<file path="src/rtl/ct_touch_pkg.sv">
package ct_touch_pkg;

  typedef enum logic [1:0] {
    ST_IDLE  = 2'd0,
    ST_DISCH = 2'd1,
    ST_ACQ   = 2'd2
  } ctState_e;

  // Strobes from the sequencer to the datapath.
  typedef struct packed {
    logic loadPend;  // load the pending set and clear the cycle counter
    logic runPh;     // let the phase counter run
  } ctStrobe_t;

endpackage

</file>
<file path="src/rtl/ctPhaseGen.sv">
// Centre-aligned up/down phase counter producing non-overlapping charge and
// transfer phases plus a once-per-period sampling tick.
module ctPhaseGen #(
  parameter int RELOAD = 8
) (
  input  logic clk,
  input  logic rst_n,
  input  logic run,
  output logic chargePh,
  output logic xferPh,
  output logic cycTick
);
  localparam int HALF = RELOAD / 2;
  localparam int PH_W = $clog2(RELOAD + 1);
  localparam logic [PH_W-1:0] TOP_V    = PH_W'(RELOAD);
  localparam logic [PH_W-1:0] NEAR_TOP = PH_W'(RELOAD - 1);
  localparam logic [PH_W-1:0] CHG_CMP  = PH_W'(HALF + 1);
  localparam logic [PH_W-1:0] XFR_CMP  = PH_W'(HALF - 1);
  localparam logic [PH_W-1:0] ONE_V    = PH_W'(1);

  logic [PH_W-1:0] phCnt;
  logic            dirUp;

  // Parked at the top counting down, so a run opens inside a charge phase.
  always_ff @(posedge clk or negedge rst_n) begin
    if (!rst_n) begin
      phCnt <= TOP_V;
      dirUp <= 1'b0;
    end else if (!run) begin
      phCnt <= TOP_V;
      dirUp <= 1'b0;
    end else if (dirUp) begin
      phCnt <= phCnt + ONE_V;
      if (phCnt == NEAR_TOP) dirUp <= 1'b0;
    end else begin
      phCnt <= phCnt - ONE_V;
      if (phCnt == ONE_V) dirUp <= 1'b1;
    end
  end

  // Charge around the top, transfer around the bottom, a dead gap on both
  // sides of mid-range.
  assign chargePh = run && (phCnt >= CHG_CMP);
  assign xferPh   = run && (phCnt <  XFR_CMP);
  // First clock of charge on the way up: two clocks after transfer ends.
  assign cycTick  = run && dirUp && (phCnt == CHG_CMP);

  a_r4_no_overlap: assert property (@(posedge clk) disable iff (!rst_n)
    !(chargePh && xferPh));

  a_r4_tick_in_charge: assert property (@(posedge clk) disable iff (!rst_n)
    cycTick |=> chargePh);

endmodule

</file>
<file path="src/rtl/ctCmpSync.sv">
// Two-stage synchronizer for the asynchronous comparator levels.
module ctCmpSync #(
  parameter int W = 4
) (
  input  logic         clk,
  input  logic         rst_n,
  input  logic [W-1:0] din,
  output logic [W-1:0] dout
);
  logic [W-1:0] stage1;

  always_ff @(posedge clk or negedge rst_n) begin
    if (!rst_n) begin
      stage1 <= '0;
      dout   <= '0;
    end else begin
      stage1 <= din;
      dout   <= stage1;
    end
  end
endmodule

</file>
<file path="src/rtl/ctTouchDatapath.sv">
// Shared cycle counter, pending set and per-channel capture registers.
module ctTouchDatapath
  import ct_touch_pkg::*;
#(
  parameter int NUM_CH  = 4,
  parameter int CNT_W   = 16,
  parameter int RELOAD  = 8,
  parameter int ACQ_MAX = 20
) (
  input  logic                    clk,
  input  logic                    rst_n,
  input  ctStrobe_t               str,
  input  logic [NUM_CH-1:0]       chanEn,
  input  logic [NUM_CH-1:0]       cmpIn,
  output logic                    chargePh,
  output logic                    xferPh,
  output logic [NUM_CH-1:0]       cmpRoute,
  output logic [NUM_CH*CNT_W-1:0] results,
  output logic                    pendEmpty
);
  localparam logic [CNT_W-1:0] OVF_VAL = CNT_W'(ACQ_MAX + 1);
  localparam logic [CNT_W-1:0] MIN_VAL = CNT_W'(1);

  logic              cycTick;
  logic [NUM_CH-1:0] cmpSync;
  logic [NUM_CH-1:0] pending;
  logic [NUM_CH-1:0] retire;
  logic [CNT_W-1:0]  cycCnt;
  logic [CNT_W-1:0]  nextCnt;
  logic              overflow;

  ctPhaseGen #(.RELOAD(RELOAD)) u_phase (
    .clk      (clk),
    .rst_n    (rst_n),
    .run      (str.runPh),
    .chargePh (chargePh),
    .xferPh   (xferPh),
    .cycTick  (cycTick)
  );

  ctCmpSync #(.W(NUM_CH)) u_sync (
    .clk   (clk),
    .rst_n (rst_n),
    .din   (cmpIn),
    .dout  (cmpSync)
  );

  assign nextCnt  = cycCnt + MIN_VAL;
  assign overflow = cycTick && (nextCnt == OVF_VAL);

  always_ff @(posedge clk or negedge rst_n) begin
    if (!rst_n)            cycCnt <= '0;
    else if (str.loadPend) cycCnt <= '0;
    else if (cycTick)      cycCnt <= nextCnt;
  end

  always_ff @(posedge clk or negedge rst_n) begin
    if (!rst_n)            pending <= '0;
    else if (str.loadPend) pending <= chanEn;
    else                   pending <= pending & ~retire;
  end

  generate
    for (genvar g = 0; g < NUM_CH; g++) begin : g_chan
      logic [CNT_W-1:0] resReg;

      // A crossing and an overflow on the same tick store the same value.
      assign retire[g] = pending[g] && cycTick && (cmpSync[g] || overflow);

      always_ff @(posedge clk or negedge rst_n) begin
        if (!rst_n)         resReg <= '0;
        else if (retire[g]) resReg <= nextCnt;
      end

      assign results[g*CNT_W +: CNT_W] = resReg;

      a_r6_result_range: assert property (@(posedge clk) disable iff (!rst_n)
        retire[g] |=> (resReg >= MIN_VAL) && (resReg <= OVF_VAL));

      a_r9_route_drops: assert property (@(posedge clk) disable iff (!rst_n)
        retire[g] |=> !cmpRoute[g]);
    end
  endgenerate

  assign cmpRoute  = pending;
  assign pendEmpty = ~|pending;

  a_r9_pending_shrinks: assert property (@(posedge clk) disable iff (!rst_n)
    !str.loadPend |=> ((pending & ~$past(pending)) == '0));

  a_r6_overflow_retires_all: assert property (@(posedge clk) disable iff (!rst_n)
    overflow |=> pendEmpty);

endmodule

</file>
<file path="src/rtl/ctTouchCtrl.sv">
// Acquisition sequencer: idle, discharge, acquire; owns pin modes and done.
module ctTouchCtrl
  import ct_touch_pkg::*;
#(
  parameter int NUM_CH     = 4,
  parameter int DIS_CYCLES = 128
) (
  input  logic              clk,
  input  logic              rst_n,
  input  logic              startReq,
  input  logic [NUM_CH-1:0] chanEn,
  input  logic              pendEmpty,
  output ctStrobe_t         str,
  output logic [NUM_CH-1:0] sampleDrvLow,
  output logic [NUM_CH-1:0] elecDrvLow,
  output logic [NUM_CH-1:0] elecPulseEn,
  output logic              done
);
  localparam int DC_W = $clog2(DIS_CYCLES + 1);
  localparam logic [DC_W-1:0] DIS_LAST = DC_W'(DIS_CYCLES - 1);
  localparam logic [DC_W-1:0] DC_ONE   = DC_W'(1);

  ctState_e          state;
  logic [DC_W-1:0]   disCnt;
  logic [NUM_CH-1:0] actMask;
  logic              anyEn;

  assign anyEn = |chanEn;

  always_ff @(posedge clk or negedge rst_n) begin
    if (!rst_n) begin
      state   <= ST_IDLE;
      disCnt  <= '0;
      actMask <= '0;
      done    <= 1'b0;
    end else begin
      case (state)
        ST_IDLE: begin
          if (startReq) begin
            if (anyEn) begin
              state   <= ST_DISCH;
              disCnt  <= '0;
              actMask <= chanEn;
              done    <= 1'b0;
            end else begin
              done    <= 1'b1;
            end
          end
        end
        ST_DISCH: begin
          disCnt <= disCnt + DC_ONE;
          if (disCnt == DIS_LAST) state <= ST_ACQ;
        end
        ST_ACQ: begin
          if (pendEmpty) begin
            state <= ST_IDLE;
            done  <= 1'b1;
          end
        end
        default: state <= ST_IDLE;
      endcase
    end
  end

  always_comb begin
    str.loadPend = (state == ST_IDLE) && startReq && anyEn;
    str.runPh    = (state == ST_ACQ);
    sampleDrvLow = '1;
    elecDrvLow   = '1;
    elecPulseEn  = '0;
    case (state)
      ST_DISCH: begin
        sampleDrvLow = actMask;
        elecDrvLow   = '0;
      end
      ST_ACQ: begin
        sampleDrvLow = '0;
        elecDrvLow   = '0;
        elecPulseEn  = actMask;
      end
      default: ;
    endcase
  end

  a_r2_empty_start_done: assert property (@(posedge clk) disable iff (!rst_n)
    (state == ST_IDLE && startReq && !anyEn) |=> done);

  a_r7_done_only_when_empty: assert property (@(posedge clk) disable iff (!rst_n)
    done |-> pendEmpty);

  a_r10_mask_held: assert property (@(posedge clk) disable iff (!rst_n)
    (state != ST_IDLE) |=> $stable(actMask));

endmodule

</file>
<file path="src/rtl/ct_touch_acq.sv">
// Top: sequencer plus datapath.
module ct_touch_acq
  import ct_touch_pkg::*;
#(
  parameter int NUM_CH     = 4,
  parameter int CNT_W      = 16,
  parameter int RELOAD     = 8,
  parameter int ACQ_MAX    = 20,
  parameter int DIS_CYCLES = 128
) (
  input  logic                    clk,
  input  logic                    rst_n,
  input  logic                    startReq,
  input  logic [NUM_CH-1:0]       chanEn,
  input  logic [NUM_CH-1:0]       cmpIn,
  output logic [NUM_CH-1:0]       sampleDrvLow,
  output logic [NUM_CH-1:0]       elecDrvLow,
  output logic [NUM_CH-1:0]       elecPulseEn,
  output logic [NUM_CH-1:0]       cmpRoute,
  output logic                    chargePh,
  output logic                    xferPh,
  output logic [NUM_CH*CNT_W-1:0] results,
  output logic                    done
);
  ctStrobe_t str;
  logic      pendEmpty;

  ctTouchCtrl #(
    .NUM_CH     (NUM_CH),
    .DIS_CYCLES (DIS_CYCLES)
  ) u_ctrl (
    .clk          (clk),
    .rst_n        (rst_n),
    .startReq     (startReq),
    .chanEn       (chanEn),
    .pendEmpty    (pendEmpty),
    .str          (str),
    .sampleDrvLow (sampleDrvLow),
    .elecDrvLow   (elecDrvLow),
    .elecPulseEn  (elecPulseEn),
    .done         (done)
  );

  ctTouchDatapath #(
    .NUM_CH  (NUM_CH),
    .CNT_W   (CNT_W),
    .RELOAD  (RELOAD),
    .ACQ_MAX (ACQ_MAX)
  ) u_dp (
    .clk       (clk),
    .rst_n     (rst_n),
    .str       (str),
    .chanEn    (chanEn),
    .cmpIn     (cmpIn),
    .chargePh  (chargePh),
    .xferPh    (xferPh),
    .cmpRoute  (cmpRoute),
    .results   (results),
    .pendEmpty (pendEmpty)
  );

  a_r7_parked_quiet: assert property (@(posedge clk) disable iff (!rst_n)
    (|elecDrvLow) |-> !(chargePh || xferPh));

  a_r3_no_pulse_before_release: assert property (@(posedge clk) disable iff (!rst_n)
    (|sampleDrvLow) |-> (elecPulseEn == '0));

endmodule

</file>
<file path="config.mk">
export PLATFORM = sky130hd
export DESIGN_NAME = ct_touch_acq
export DESIGN_NICKNAME = d
export VERILOG_FILES = /design/src/rtl/ct_touch_pkg.sv /design/src/rtl/ctPhaseGen.sv /design/src/rtl/ctCmpSync.sv /design/src/rtl/ctTouchDatapath.sv /design/src/rtl/ctTouchCtrl.sv /design/src/rtl/ct_touch_acq.sv
export SDC_FILE = /design/constraint.sdc
export NUM_CORES = 1
export LEC_CHECK = 0
export BUFFER_PORTS_ARGS = -buffer_cell sky130_fd_sc_hd__buf_4
export CAP_MARGIN = 10
export CORE_ASPECT_RATIO = 1.4
export CORE_MARGIN = 4
export CORE_UTILIZATION = 55
export DETAILED_ROUTE_END_ITERATION = 8
export GPL_ROUTABILITY_DRIVEN = 0
export PLACE_DENSITY = 0.88
export SLEW_MARGIN = 10
export SYNTH_ARGS = -nofsm -noshare
export SYNTH_HDL_FRONTEND = slang
export SYNTH_SLANG_ARGS = --single-unit
</file>
<file path="constraint.sdc">
create_clock -name clk -period 3.6 [get_ports clk]
set_input_delay 0.9 -clock clk [delete_from_list [all_inputs] [get_ports clk]]
set_output_delay 0.9 -clock clk [all_outputs]
set_load 0.1 [all_outputs]
</file>
==> impl_metrics.env <==
export IMPL_period_share=0.872
export IMPL_synth_most_common_cell="dfrtp_1"
export IMPL_first_pass_iters=5
export IMPL_seq_area_frac_synth=0.554
export IMPL_hold_viol=0
export IMPL_synth_edf_count=0
export IMPL_slew_headroom=0.475
export IMPL_cp_slowest_cell="and4_1"
export IMPL_rrSetupSlack_ns=0.46
export IMPL_seq_area_um2=2800
export IMPL_utilization=0.679
export IMPL_synth_cells=426
export IMPL_crit_path_max_incr_delay_ns=0.49
export IMPL_worst_setup_path_end_kind="flop"
export IMPL_skew_ns=0.0104
export IMPL_p_leak_nw=2.88
export IMPL_timing_reg2reg_worst_path_depth=9
export IMPL_numClockSinks=112
export IMPL_critPathArrivalTime_ns=3.38
export IMPL_synth_flop_cell="dfrtp_1"
export IMPL_cp_common_cell="and4_1"
export IMPL_yosys_warnings=0
export IMPL_port_buffers=93
export IMPL_required_ns=3.84
export IMPL_final_cells=615
export IMPL_path_cells="inv_1 -> ha_1 -> nor2b_1 -> and4_1 -> and3_1 -> and4_1 -> and4_1 -> o211ai_4 -> mux2_1"
export IMPL_num_fill_cells=624
export IMPL_cap_viol_max_count=0
export IMPL_p_sw_mw=1.96
export IMPL_grt_antenna_before_repair=0
export IMPL_synth_top_cell_area_share=0.549
export IMPL_syn_avg_cell_area_um2=11.9
export IMPL_path_class="reg -> reg"
export IMPL_max_vdd_ir_drop_mv=1.09
export IMPL_pwr_share_clk=0.251
export IMPL_postRouteWirelength_mm=12.5
export IMPL_min_period_ns=3.14
export IMPL_io_pins=94
export IMPL_ys_ff_latch=112
export IMPL_drtIter0Drc=321
export IMPL_vias=3789
export IMPL_initial_core_util=0.564
export IMPL_final_setup_tns_ns=0
export IMPL_cts_clk_slew_worst_paths_ns=0.08
export IMPL_status="finished, final reports clean"
export IMPL_diodes=0
export IMPL_design_area_um2=6090
export IMPL_drc=0
export IMPL_p_per_area_nw_per_um2=707
export IMPL_critPathMaxFanout=16
export IMPL_core_region_area_um2=8980
export IMPL_dieArea_um2=10800
export IMPL_syn2layout_area_growth_pct=20.3
export IMPL_cts_buffers=9
export IMPL_grt_pass1_wl_mm=20.5
export IMPL_switching_share=0.455
export IMPL_post_cts_buffers=0
export IMPL_grt_overflow=0
export IMPL_reg2reg_to="u_dp.g_chan[1].resReg[0]"
export IMPL_cts_hold_buf=0
export IMPL_synthTopCellsByArea="dfrtp_1, o2bb2ai_1, xnor2_1"
export IMPL_cts_resized=0
export IMPL_grt_setup_unrepaired="false"
export IMPL_die_w_um=89.1
export IMPL_ys_async_sr_fraction=1.00
export IMPL_max_freq_mhz=318
export IMPL_worstHoldStart="u_dp.u_sync.stage1[0]"
export IMPL_die_h_um=122
export IMPL_dp_hpwl_mm=8.58
export IMPL_cp_endpoint="u_dp.g_chan[1].resReg[0]"
export IMPL_intPower_mw=2.35
export IMPL_synth_cell_types=46
export IMPL_r2r_start="u_ctrl.state[0]"
export IMPL_wire_per_inst_um=20.3
export IMPL_seqPwrFrac=0.350
export IMPL_nNetsFinal=523
export IMPL_syn_area_um2=5060
export IMPL_rows=41
export IMPL_cts_buffer_depth=2
export IMPL_synth_fp_nets=446
export IMPL_cts_root_buf="clkbuf_16"
export IMPL_power_frac_comb=0.399
export IMPL_synth_common_cells="dfrtp_1, o2bb2ai_1, nor2_1, nand2_1, xnor2_1"
export IMPL_cts_tree="yes"
export IMPL_grt_pass1_vias=3884
export IMPL_hold_path_class="reg -> reg"
export IMPL_dp_cells=599
export IMPL_grt_util_all_layers=0.249
export IMPL_placed_cell_area_um2=5760
export IMPL_via_per_inst=6.16
export IMPL_slew_viol_final=0
export IMPL_htree_levels=3
export IMPL_layout_drive_gt1_share=0.264
export IMPL_ant_nets=0
export IMPL_cp_start_kind="flop"
export IMPL_worstMarginPinSlew_ns=0.787
export IMPL_grt_start_max_net_pins=64
export IMPL_multi_input_area_um2=2040
export IMPL_setup_viol=0
export IMPL_crit_path_start="u_ctrl.state[0]"
export IMPL_clk_latency_ns=0.36
export IMPL_yosysTopAreaCell="dfrtp_1"
-- worst min path at each step --
stage	end	slack, ns	cells past startpoint
6_report	u_dp.u_sync.dout[0]	0.35	0
5_1_grt	u_dp.u_sync.dout[0]	0.37	0
4_1_cts	u_dp.u_sync.dout[0]	0.35	0
3_5_place_dp	u_dp.u_sync.dout[0]	0.33	0
3_3_place_gp	u_dp.u_sync.dout[0]	0.34	0
2_1_floorplan	u_dp.u_sync.dout[0]	0.33	0
-- flip-flops by register name, indices dropped and copies added (netlist names) --
name	count
u_dp.cycCnt	16
u_ctrl.done	1
u_dp.u_phase.phCnt	4
u_dp.u_phase.dirUp	1
u_ctrl.actMask	4
u_ctrl.state	2
u_dp.g_chan.resReg	64
u_dp.cmpRoute	4
u_ctrl.disCnt	8
u_dp.u_sync.dout	4
u_dp.u_sync.stage1	4
-- critical path: cells and delay by family, from the launching register on --
family / cells / cell delay, ns
and+or+nand+nor: 5 / 1.40
adders and majority gates: 1 / 0.44
DFF: 1 / 0.41
muxes: 1 / 0.39
AOI/OAI and AO/OA: 1 / 0.29
buffers and inverters: 1 / 0.09
-- routing by layer --
metal	track usage	part of all wire
met1	0.320	0.39
met2	0.407	0.52
met3	0.0482	0.066
met4	0.109	0.031
met5	0	0
-- power groups by stage --
stage / logic (mW) / registers (mW) / clock network [mW]
after floorplan: 1.25 / 1.67 / 0
after global placement: 1.69 / 1.52 / 0
after detailed placement: 1.72 / 1.53 / 0
after CTS: 1.73 / 1.50 / 1.09
after global routing: 1.80 / 1.52 / 1.14
final: 1.72 / 1.51 / 1.08
-- layout make-up --
cell class	count	area share
sequential	112	0.460
multi-input combinational	270	0.335
timing repair buffer	99	0.122
clock buffer	9	0.0370
tap	107	0.0220
clock inverter	7	0.0173
inverter	11	0.00678
-- kinds of logic after synthesis --
| kind of cell | Yosys count | share of synthesized area |
|---|---|---|
| and+or+nand+nor | 114 | 0.116 |
| DFF | 112 | 0.554 |
| AOI/OAI and AO/OA | 90 | 0.153 |
| buffers and inverters | 44 | 0.0442 |
| xor gates and xnor gates | 29 | 0.0502 |
| muxes | 28 | 0.0606 |
| adders and majority gates | 9 | 0.0222 |
-- cells in the final DEF, fill, tap and decap left out, drive strengths merged, types with 5 or more instances in the layout --
master,instances
dfrtp,111
buf,99
o2bb2ai,48
nor2,28
nand2,25
mux2,21
xnor2,18
inv,15
nand3,13
xor2,11
ha,9
clkbuf,9
o21ai,8
mux2i,7
and3,7
a21oi,7
nor3,6
and2,6
nand4,6
or3,5
a32o,5
-- stage by stage --
step / hold slack, ns / total power, mW / setup slack, ns
global route: 0.366 / 4.47 / 0.277
floorplan: 0.331 / 2.92 / 0.489
finish: 0.348 / 4.31 / 0.460
global placement: 0.336 / 3.20 / 0.607
CTS: 0.354 / 4.32 / 0.463
detailed placement: 0.335 / 3.25 / 0.508
Power figures use the tool's default switching activity.
